[src/rtl/sup_pkg.sv]
package sup_pkg;

  typedef enum logic [1:0] {
    TSEL_LONG  = 2'd0,
    TSEL_MED   = 2'd1,
    TSEL_SHORT = 2'd2,
    TSEL_OFF   = 2'd3
  } tsel_e;

  function automatic int max3(input int a, input int b, input int c);
    int m;
    m = (a > b) ? a : b;
    return (m > c) ? m : c;
  endfunction

endpackage

[src/rtl/sup_cs_sync.sv]
module sup_cs_sync #(
  parameter int STAGES = 2
) (
  input  logic clk,
  input  logic arst_n,
  input  logic cs_n_i,
  output logic fall_o
);

  logic [STAGES-1:0] chain_q;
  logic              last_q;

  generate
    for (genvar i = 0; i < STAGES; i++) begin : g_stage
      if (i == 0) begin : g_first
        always_ff @(posedge clk or negedge arst_n) begin
          if (!arst_n) chain_q[0] <= 1'b1;
          else         chain_q[0] <= cs_n_i;
        end
      end else begin : g_next
        always_ff @(posedge clk or negedge arst_n) begin
          if (!arst_n) chain_q[i] <= 1'b1;
          else         chain_q[i] <= chain_q[i-1];
        end
      end
    end
  endgenerate

  always_ff @(posedge clk or negedge arst_n) begin
    if (!arst_n) last_q <= 1'b1;
    else         last_q <= chain_q[STAGES-1];
  end

  assign fall_o = last_q & ~chain_q[STAGES-1];

  AST_FALL_SINGLE: assert property (@(posedge clk) disable iff (!arst_n)
    fall_o |=> !fall_o);

endmodule

[src/rtl/sup_wdog.sv]
module sup_wdog
  import sup_pkg::*;
#(
  parameter int WD_LONG  = 1000,
  parameter int WD_MED   = 500,
  parameter int WD_SHORT = 100,
  localparam int CW      = $clog2(max3(WD_LONG, WD_MED, WD_SHORT) + 1)
) (
  input  logic  clk,
  input  logic  arst_n,
  input  logic  run_i,
  input  tsel_e tsel_i,
  input  logic  kick_i,
  output logic  bite_o
);

  logic [CW-1:0] cnt_q;
  logic [CW-1:0] limit;
  logic          armed;

  always_comb begin
    unique case (tsel_i)
      TSEL_LONG:  limit = CW'(WD_LONG);
      TSEL_MED:   limit = CW'(WD_MED);
      TSEL_SHORT: limit = CW'(WD_SHORT);
      default:    limit = CW'(WD_LONG);
    endcase
  end

  assign armed  = run_i && (tsel_i != TSEL_OFF);
  assign bite_o = armed && !kick_i && (cnt_q == limit - CW'(1));

  always_ff @(posedge clk or negedge arst_n) begin
    if (!arst_n)                        cnt_q <= '0;
    else if (!armed || kick_i || bite_o) cnt_q <= '0;
    else                                cnt_q <= cnt_q + CW'(1);
  end

  AST_CNT_BOUND: assert property (@(posedge clk) disable iff (!arst_n)
    armed |-> (cnt_q < limit));

  AST_IDLE_NO_BITE: assert property (@(posedge clk) disable iff (!arst_n)
    $past(!armed) |-> !bite_o || (limit == CW'(1)));

endmodule

[src/rtl/sup_hold.sv]
module sup_hold #(
  parameter int  HOLD_CYC = 25_000_000,
  localparam int HW       = $clog2(HOLD_CYC + 1)
) (
  input  logic clk,
  input  logic arst_n,
  input  logic supply_ok_i,
  input  logic bite_i,
  output logic rst_o
);

  logic [HW-1:0] hold_q;
  logic          rst_q;

  always_ff @(posedge clk or negedge arst_n) begin
    if (!arst_n) begin
      hold_q <= HW'(HOLD_CYC - 1);
      rst_q  <= 1'b1;
    end else if (!supply_ok_i || bite_i) begin
      hold_q <= HW'(HOLD_CYC - 1);
      rst_q  <= 1'b1;
    end else if (hold_q != '0) begin
      hold_q <= hold_q - HW'(1);
      rst_q  <= 1'b1;
    end else begin
      rst_q  <= 1'b0;
    end
  end

  assign rst_o = rst_q;

  AST_SUPPLY_LOW_RST: assert property (@(posedge clk) disable iff (!arst_n)
    !supply_ok_i |=> rst_q);

  AST_RELEASE_NEEDS_SUPPLY: assert property (@(posedge clk) disable iff (!arst_n)
    $fell(rst_q) |-> $past(supply_ok_i));

  AST_BITE_HOLDS: assert property (@(posedge clk) disable iff (!arst_n)
    bite_i |=> rst_q);

endmodule

[src/rtl/sup_reset_ctrl.sv]
module sup_reset_ctrl
  import sup_pkg::*;
#(
  parameter int HOLD_CYC = 25_000_000,
  parameter int WD_LONG  = 175_000_000,
  parameter int WD_MED   = 75_000_000,
  parameter int WD_SHORT = 18_750_000,
  parameter int SYNC_STG = 2
) (
  input  logic       clk,
  input  logic       arst_n,
  input  logic       supply_ok,
  input  logic       cs_n,
  input  logic       wd_en,
  input  logic [1:0] wd_tsel,
  output logic       rst_o,
  output logic       rst_n_o,
  output logic       wd_flag
);

  logic  cs_fall;
  logic  bite;
  logic  rst_int;
  logic  wd_run;
  logic  flag_q;
  tsel_e tsel;

  assign tsel   = tsel_e'(wd_tsel);
  assign wd_run = wd_en && supply_ok && !rst_int;

  sup_cs_sync #(.STAGES(SYNC_STG)) u_sync (
    .clk    (clk),
    .arst_n (arst_n),
    .cs_n_i (cs_n),
    .fall_o (cs_fall)
  );

  sup_wdog #(
    .WD_LONG  (WD_LONG),
    .WD_MED   (WD_MED),
    .WD_SHORT (WD_SHORT)
  ) u_wdog (
    .clk    (clk),
    .arst_n (arst_n),
    .run_i  (wd_run),
    .tsel_i (tsel),
    .kick_i (cs_fall),
    .bite_o (bite)
  );

  sup_hold #(.HOLD_CYC(HOLD_CYC)) u_hold (
    .clk         (clk),
    .arst_n      (arst_n),
    .supply_ok_i (supply_ok),
    .bite_i      (bite),
    .rst_o       (rst_int)
  );

  always_ff @(posedge clk or negedge arst_n) begin
    if (!arst_n)         flag_q <= 1'b0;
    else if (!supply_ok) flag_q <= 1'b0;
    else if (bite)       flag_q <= 1'b1;
  end

  assign rst_o   = rst_int;
  assign rst_n_o = ~rst_int;
  assign wd_flag = flag_q;

  AST_FLAG_ON_BITE: assert property (@(posedge clk) disable iff (!arst_n)
    bite |=> (wd_flag && rst_o));

  AST_FLAG_CLR: assert property (@(posedge clk) disable iff (!arst_n)
    !supply_ok |=> !wd_flag);

  AST_NO_BITE_IN_RESET: assert property (@(posedge clk) disable iff (!arst_n)
    rst_o |-> !bite);

endmodule

[config.mk]
export PLATFORM = sky130hd
export DESIGN_NAME = sup_reset_ctrl
export DESIGN_NICKNAME = d
export VERILOG_FILES = /design/src/rtl/sup_pkg.sv /design/src/rtl/sup_cs_sync.sv /design/src/rtl/sup_wdog.sv /design/src/rtl/sup_hold.sv /design/src/rtl/sup_reset_ctrl.sv
export SDC_FILE = /design/constraint.sdc
export NUM_CORES = 1
export LEC_CHECK = 0
export BUFFER_PORTS_ARGS = -buffer_cell sky130_fd_sc_hd__buf_4
export CAP_MARGIN = 40
export CORE_UTILIZATION = 45
export DETAILED_ROUTE_END_ITERATION = 16
export HOLD_SLACK_MARGIN = 0.15
export SYNTH_ARGS = -nofsm -noshare
export SYNTH_HDL_FRONTEND = slang
export SYNTH_SLANG_ARGS = --single-unit
[constraint.sdc]
create_clock -name clk -period 5.5 [get_ports clk]
set_input_delay 1.1 -clock clk [delete_from_list [all_inputs] [get_ports clk]]
set_output_delay 1.1 -clock clk [all_outputs]
set_load 0.01 [all_outputs]
==> impl_metrics.yaml, run 1 <==
outcome:
  status: "completed"
power:
  p_leak_uw: 0.00128
  p_total_uw: 867
  p_per_area_nw_per_um2: 249
  vdd_ir_drop_max_mv: 0.158
job:
  drv_cap: 0
final_layout:
  finalNetCount: 340
  mostFrequentLayoutCells: "40 x nor2_1, 37 x dfrtp_1, 21 x dfstp_2"
  final_common_cell: "nor2_1"
  area_delta_synth_final_pct: 11.7
  drive_gt1_share_pct: 19.0
  fin_area_sq_um: 3480
  final_core_util_pct: 53.3
  n_antenna_cell: 0
  fin_cells: 409
setup_path:
  slowest_stage: "or4b_2"
  cp-end-kind: "flip-flop"
  crit_path_start_kind: "input pin"
  path_max_fanout: 16
  critPathMaxStageDelay_ns: 0.66
  worstPathArrival_ns: 3.36
  critPathKind: "input pin to flip-flop"
  path_cells: "buf_4, inv_1, ha_1, or4b_2, mux2i_1, nand4_1, o21ai_2, buf_6, nor2_1"
  cp.required_ns: 5.73
placed_design:
  place_area_sq_um: 3280
  place_hpwl_mm: 4.35
  place.gp.congestion: 0.756
  port_buffers: 9
  dp.cells: 393
clocking:
  numCtsBuffers: 9
  clk_latency_ns: 0.34
  cts-root-buf: "clkbuf_8"
  clockBufferDepth: 2
  cts_tree: "done"
  postCtsResizedCells: 0
  htreeDepth: 3
  clock-sinks: 58
  cts_setup_buffers: 0
  hold_buffers: 0
  clkTransAtPathRegs_ns: 0.07
global_routing:
  grt_use_total_pct: 19.9
  grt_busiest_layer: "met1"
  met3_usage_pct: 3.60
  globalRouteMet1Util_pct: 30.2
  gr-total-overflow: 0
  grt_pass1_vias: 2217
  antenna_found_initial: 0
  grt_max_degree: 59
  grt_pass1_wl_mm: 11.0
  grt.met2_usage_pct: 26.8
timing:
  setup_tns_ns: 0
  rsz0062_at_grt: "false"
  skew_ns: 0.0103
  final_hold_viol_count: 0
  slew_viol_final: 0
  setup_violations: 0
  fmax_mhz: 320
  worst_slew_pin_slew_ns: 0.855
  fin_crit_sh_pct: 56.9
  period_needed_ns: 3.13
  max-slew-margin-rel_pct: 42.5
detailed_routing:
  drtAntennaViolNets: 0
  routed_via_density: 5.73
  routed_wl_mm: 6.37
  firstDrtPassIters: 4
  drt-initial-drc-count: 108
  drcViolationCount: 0
  drt-wirelength-per-cell_microns: 15.6
  num_vias: 2342
floorplanning:
  row_count: 29
  die_w_microns: 85.2
  core_area_sq_um: 6530
  start_util_pct: 47.7
  dieArea_sq_um: 7260
  die_h_microns: 85.2
  io_pins: 10
logic_synthesis:
  synth_seq_cells: 58
  synth-main-ff-cell: "dfrtp_1"
  synth_edf_count: 0
  async_flop_share_pct: 100
  synth_fp_nets: 322
  ys_seq_area_share_pct: 47.4
  synthCells: 309
  synth.cell_area_sq_um: 3120
  syn_area_per_cell_sq_um: 10.1
  yosys_warnings: 0
  netlist-cell-type-count: 49
hold_path:
  hold_path_class: "flip-flop to flip-flop"
## per-layer routing
| metal | up-vias | routed length, microns |
|---|---|---|
| li1 | 1158 | - |
| met1 | 1144 | 3480 |
| met2 | 29 | 2580 |
| met4 | 0 | 140 |
| met3 | 11 | 167 |
| met5 | - | 0 |
## registers in the layout, indices dropped and copies added, names as in the netlist
name / flops
u_wdog.cnt_q: 28
u_hold.hold_q: 25
u_sync.chain_q: 2
u_hold.rst_o: 1
u_sync.last_q: 1
wd_flag: 1
## worst max-delay path, delay by kind of cell
kind	cells	cell delay [ns]
muxes	1	0.16
adders and majority gates	1	0.29
and+or+nand+nor	3	0.84
AOI/OAI and AO/OA	1	0.58
buffers and inverters	3	0.38
## synthesized netlist by cell type (4+ instances only)
cell | instances | area, sq um
or4_1 | 11 | 82.6
dfstp_2 | 21 | 552
o21ai_0 | 7 | 35.0
xor2_1 | 20 | 175
nand2_1 | 20 | 75.1
nand2b_1 | 4 | 25.0
nor3_1 | 7 | 35.0
nand4_1 | 11 | 68.8
or3_1 | 7 | 43.8
inv_1 | 9 | 33.8
nand3_1 | 20 | 100
ha_1 | 6 | 75.1
mux2i_1 | 4 | 40.0
o31ai_1 | 11 | 82.6
nor2_1 | 40 | 150
a21oi_1 | 6 | 30.0
nor4_1 | 7 | 43.8
dfrtp_1 | 37 | 926
xnor2_1 | 13 | 114
and4_1 | 5 | 43.8
## where the power goes
| part | total, uW | internal [uW] | leakage [uW] | switching [uW] |
|---|---|---|---|---|
| clock | 406 | 231 | 0.000105 | 175 |
| combinational | 26.6 | 9.27 | 0.000438 | 17.4 |
| sequential | 434 | 432 | 0.000738 | 1.94 |
| total | 867 | 673 | 0.00128 | 194 |
## final cells by class
type / count / area, sq um
fillers: 593 / 3050
clock buffers: 11 / 151
clock inverters: 5 / 52.6
well taps: 77 / 96.3
multi-input cells: 236 / 1560
flip-flops and latches: 58 / 1480
inverters: 9 / 33.8
repair buffers: 13 / 105
## logic make-up (layout without fill, tap and decap cells)
group,Yosys count,after routing,share of synthesized area (%)
adders and majority gates,6,6,2.41
and+or+nand+nor,159,159,29.6
AOI/OAI and AO/OA,33,33,7.23
muxes,5,5,1.65
buffers and inverters,15,38,2.41
xor gates and xnor gates,33,33,9.28
DFF,58,58,47.4
## per-stage QoR
| step | worst slack, ns | hold slack [ns] |
|---|---|---|
| after floorplan | 2.53 | 0.345 |
| after global placement | 1.85 | 0.346 |
| after detailed placement | 2.01 | 0.349 |
| after CTS | 2.38 | 0.358 |
| after global routing | 2.24 | 0.359 |
| final | 2.37 | 0.356 |
## final timing paths
| check | slack, ns | start | to | depth (start not counted) |
|---|---|---|---|---|
| worst max-delay path | 2.37 | wd_tsel[0] | u_wdog.cnt_q[17] | 9 |
| worst min-delay path | 0.36 | u_sync.chain_q[0] | u_sync.chain_q[1] | 0 |
| worst max register to register | 2.92 | u_wdog.cnt_q[16] | u_wdog.cnt_q[17] | 6 |
| worst min register to register | 0.36 | u_sync.chain_q[0] | u_sync.chain_q[1] | 0 |
| max in group asynchronous | 4.21 | arst_n | u_wdog.cnt_q[16] | 1 |
| min in group asynchronous | 0.82 | arst_n | u_wdog.cnt_q[11] | 1 |
No activity file was read; power rests on OpenSTA's default activity.
==> run 2, diff against run 1 <==
Clock period 5.5 ns to 2.9 ns, I/O delays scaled along.
==> impl_metrics.yaml, run 2 (synthesis gave the netlist of run 1 again) <==
detailed_routing:
  drt-wirelength-per-cell_microns: 15.5
  routed_via_density: 5.75
  drtAntennaViolNets: 0
  drt-initial-drc-count: 179
  firstDrtPassIters: 6
  routed_wl_mm: 6.35
  num_vias: 2358
  drcViolationCount: 0
clocking:
  clock-sinks: 58
  clkTransAtPathRegs_ns: 0.07
  clockBufferDepth: 2
  cts_tree: "done"
  cts_setup_buffers: 0
  numCtsBuffers: 9
  htreeDepth: 3
  postCtsResizedCells: 0
  cts-root-buf: "clkbuf_8"
  hold_buffers: 0
  clk_latency_ns: 0.33
final_layout:
  largest_register_ffs: 28
  n_antenna_cell: 0
  largest_register: "u_wdog.cnt_q"
  fill_cells: 606
  area_delta_synth_final_pct: 11.8
  mostFrequentLayoutCells: "40 x nor2_1, 37 x dfrtp_1, 21 x dfstp_2"
  drive_gt1_share_pct: 18.6
  largestRegisters: "u_wdog.cnt_q: 28 flops, u_hold.hold_q: 25 flops, u_sync.chain_q: 2 flops"
  fin_area_sq_um: 3480
  final_core_util_pct: 53.3
  final_common_cell: "nor2_1"
  finalNetCount: 341
timing:
  setup_violations: 0
  setup_tns_ns: 0
  slew_viol_final: 0
  fin_crit_sh_pct: 80.1
  skew_ns: 0.00629
  final_hold_viol_count: 0
  worst_slew_pin_slew_ns: 0.842
  max-slew-margin-rel_pct: 43.5
  fmax_mhz: 430
  rsz0062_at_grt: "false"
  worst_slack_ns: 0.576
  period_needed_ns: 2.32
hold_path:
  hold_path_class: "input pin to async pin"
setup_path:
  cp.required_ns: 3.12
  path_cells: "buf_4, inv_1, ha_1, or4b_2, mux2i_1, and4_1, a21boi_2, and2_1"
  critPathKind: "input pin to flip-flop"
  worstPathArrival_ns: 2.55
  path_max_fanout: 19
  critPathMaxStageDelay_ns: 0.66
  slowest_stage: "or4b_2"
  cp-end-kind: "flip-flop"
  crit_path_start_kind: "input pin"
floorplanning:
  start_util_pct: 47.7
  die_h_microns: 85.2
  row_count: 29
  die_w_microns: 85.2
  io_pins: 10
  core_area_sq_um: 6530
  dieArea_sq_um: 7260
global_routing:
  grt_max_degree: 59
  grt_use_total_pct: 19.8
  gr-total-overflow: 0
  grt_pass1_vias: 2255
  antenna_found_initial: 0
  grt_pass1_wl_mm: 11.1
placed_design:
  place.gp.congestion: 0.768
  place_hpwl_mm: 4.35
  place_area_sq_um: 3290
  place_ws_ns: 0.227
  port_buffers: 9
outcome:
  status: "completed"
power:
  p_per_area_nw_per_um2: 457
  p_total_uw: 1590
  p_leak_uw: 0.00129
  vdd_ir_drop_max_mv: 0.286
job:
  drv_cap: 0
## run 2: per-layer routing
layer,track usage [%],part of all wire [%]
met4,4.93,0.80
met3,5.93,4.0
met2,27.6,41
met1,29.9,54
met5,0,0
## run 2: worst max-delay path, delay by kind of cell
kind	cells	cell delay [ns]
AOI/OAI and AO/OA	1	0.23
adders and majority gates	1	0.29
buffers and inverters	2	0.13
muxes	1	0.17
and+or+nand+nor	3	1.14
## run 2: final timing paths
| check | startpoint | to | slack [ns] | depth (start not counted) |
|---|---|---|---|---|
| hold reg to reg | u_sync.chain_q[0] | u_sync.chain_q[1] | 0.36 | 0 |
| setup / recovery | wd_tsel[0] | u_hold.hold_q[7] | 0.58 | 8 |
| min in group clk | cs_n | u_sync.chain_q[0] | 0.35 | 1 |
| hold / removal | arst_n | u_hold.hold_q[15] | 0.29 | 1 |
| setup reg to reg | u_hold.hold_q[0] | u_hold.hold_q[15] | 0.60 | 7 |
| max in group asynchronous | arst_n | u_hold.hold_q[23] | 2.09 | 1 |
## run 2: cell type report
cell class,instances,area (sq um),area share (%)
Clock buffer,14,184,5.28
Clock inverter,2,10.0,0.287
Inverter,9,33.8,0.970
Multi-Input combinational cell,236,1560,44.9
Sequential cell,58,1480,42.4
Tap cell,77,96.3,2.77
Timing Repair Buffer,14,118,3.38
## run 2: metrics by stage
| step | hold slack (ns) | cells |
|---|---|---|
| after floorplan | 0.284 | 309 |
| after global placement | 0.351 | 394 |
| after detailed placement | 0.348 | 394 |
| after CTS | 0.329 | 410 |
| after global routing | 0.333 | 410 |
| final | 0.289 | 410 |
## run 2: where the power goes
part	switching, uW	internal (uW)	leakage [uW]
combinational	32.3	16.4	0.000448
clock	311	407	0.000102
sequential	3.54	820	0.000738
==> run 3, diff against run 2 <==
Clock period 2.9 ns to 2.4 ns, I/O delays scaled along.
==> impl_metrics.yaml, run 3 (synthesis gave the netlist of run 1 again) <==
detailed_routing:
  drt-wirelength-per-cell_microns: 15.4
  firstDrtPassIters: 4
  drcViolationCount: 0
  routed_via_density: 5.60
  drtAntennaViolNets: 0
  drt-initial-drc-count: 163
  routed_wl_mm: 6.45
  num_vias: 2352
setup_path:
  slowest_stage: "dfstp_2"
  crit_path_start_kind: "flip-flop"
  r2r_cells: 7
  r2r_end: "u_hold.hold_q[17]"
  cp.required_ns: 2.67
  reg2reg_from: "u_hold.hold_q[0]"
  r2r_setup_slack_ns: 0.17
  worstPathArrival_ns: 2.49
  critPathKind: "flip-flop to flip-flop"
  path_cells: "inv_1, ha_1, nor4b_1, nand4_1, or3b_4, or4_1, a21oi_1"
  path_max_fanout: 5
  cp-end-kind: "flip-flop"
  critPathMaxStageDelay_ns: 0.53
timing:
  setup_tns_ns: 0
  rsz0062_at_grt: "false"
  fin_crit_sh_pct: 92.7
  hold_slack_ns: 0.200
  period_needed_ns: 2.23
  max-slew-margin-rel_pct: 51.1
  fmax_mhz: 449
  final_hold_viol_count: 0
  setup_violations: 0
  slew_viol_final: 0
  worst_slew_pin_slew_ns: 0.734
  skew_ns: 0.00603
clocking:
  clock-sinks: 58
  numCtsBuffers: 9
  clockBufferDepth: 2
  clk_latency_ns: 0.34
  cts_tree: "done"
  htreeDepth: 3
  hold_buffers: 0
  clkTransAtPathRegs_ns: 0.06
  postCtsResizedCells: 0
  cts_setup_buffers: 0
  cts-root-buf: "clkbuf_8"
final_layout:
  mostFrequentLayoutCells: "40 x nor2_1, 37 x dfrtp_1, 23 x buf_4"
  finalNetCount: 351
  largest_register: "u_wdog.cnt_q"
  drive_gt1_share_pct: 20.7
  area_delta_synth_final_pct: 14.3
  fill_cells: 577
  largest_register_ffs: 28
  n_antenna_cell: 0
  largestRegisters: "u_wdog.cnt_q: 28 flops, u_hold.hold_q: 25 flops, u_sync.chain_q: 2 flops"
  final_common_cell: "nor2_1"
global_routing:
  grt_pass1_vias: 2221
  grt_pass1_wl_mm: 11.1
  grt_max_degree: 59
  grt_use_total_pct: 20.1
  antenna_found_initial: 0
  gr-total-overflow: 0
power:
  vdd_ir_drop_max_mv: 0.355
  p_leak_uw: 0.00134
  p_per_area_nw_per_um2: 555
floorplanning:
  core_area_sq_um: 6530
  start_util_pct: 47.7
  die_h_microns: 85.2
  row_count: 29
  io_pins: 10
  die_w_microns: 85.2
  dieArea_sq_um: 7260
job:
  drv_cap: 0
outcome:
  status: "completed"
placed_design:
  place_hpwl_mm: 4.46
  port_buffers: 9
  place.gp.congestion: 0.765
hold_path:
  hold_path_class: "input pin to async pin"
==> run 3: cell types whose count changed in the layout (fill, tap and decap cells not counted) <==
cell       change
buf_4         +10
bufinv_16      +1
clkbuf_1       +1
clkbuf_16      -1
clkinv_2       -1
==> run 3: critical path, delay by kind of cell (launching register included) <==
kind	cells	cell delay (ns)
AND/OR/NAND/NOR	4	1.18
AO/OA/AOI/OAI	1	0.15
adder cells (fa/ha/maj)	1	0.22
flip-flops	1	0.53
buffers and inverters	1	0.07
==> run 3: routing by layer <==
metal	GRT usage [%]	up-vias	wire length (microns)
li1	-	1180	-
met3	5.06	9	171
met5	0	-	0
met4	7.86	0	85
met1	31.3	1138	3630
met2	26.5	25	2560
==> run 3: cell type report <==
type | count | area (sq um) | area share [%]
multi-input combinational | 236 | 1560 | 43.9
sequential | 58 | 1480 | 41.5
timing repair buffer | 24 | 193 | 5.41
clock buffer | 14 | 163 | 4.57
tap | 77 | 96.3 | 2.71
clock inverter | 2 | 35.0 | 0.984
inverter | 9 | 33.8 | 0.949
==> run 3: through the flow <==
step	total power, uW	area, sq um	std cells	utilization (%)	setup slack [ns]
2_1_floorplan	1040	3120	309	-	0.0502
3_3_place_gp	1080	3360	404	51.5	-0.000984
3_5_place_dp	1080	3360	404	51.5	-0.0172
4_1_cts	2000	3560	420	54.5	0.184
5_1_grt	2050	3560	420	54.5	0.0748
6_report	1980	3560	420	54.5	0.175
==> run 3: worst max-delay path by stage <==
| stage | from | end |
|---|---|---|
| finish | u_hold.hold_q[0] | u_hold.hold_q[17] |
| global route | u_hold.hold_q[0] | u_hold.hold_q[15] |
| CTS | u_hold.hold_q[0] | u_hold.hold_q[17] |
| detailed placement | wd_tsel[0] | u_hold.hold_q[2] |
| global placement | wd_tsel[0] | u_hold.hold_q[2] |
| floorplan | wd_tsel[0] | u_wdog.cnt_q[22] |
==> run 3: report_power, final <==
part | switching [uW] | internal (uW) | total (uW)
Clock | 377 | 536 | 913
Combinational | 40.9 | 26.0 | 66.8
Sequential | 4.56 | 991 | 996
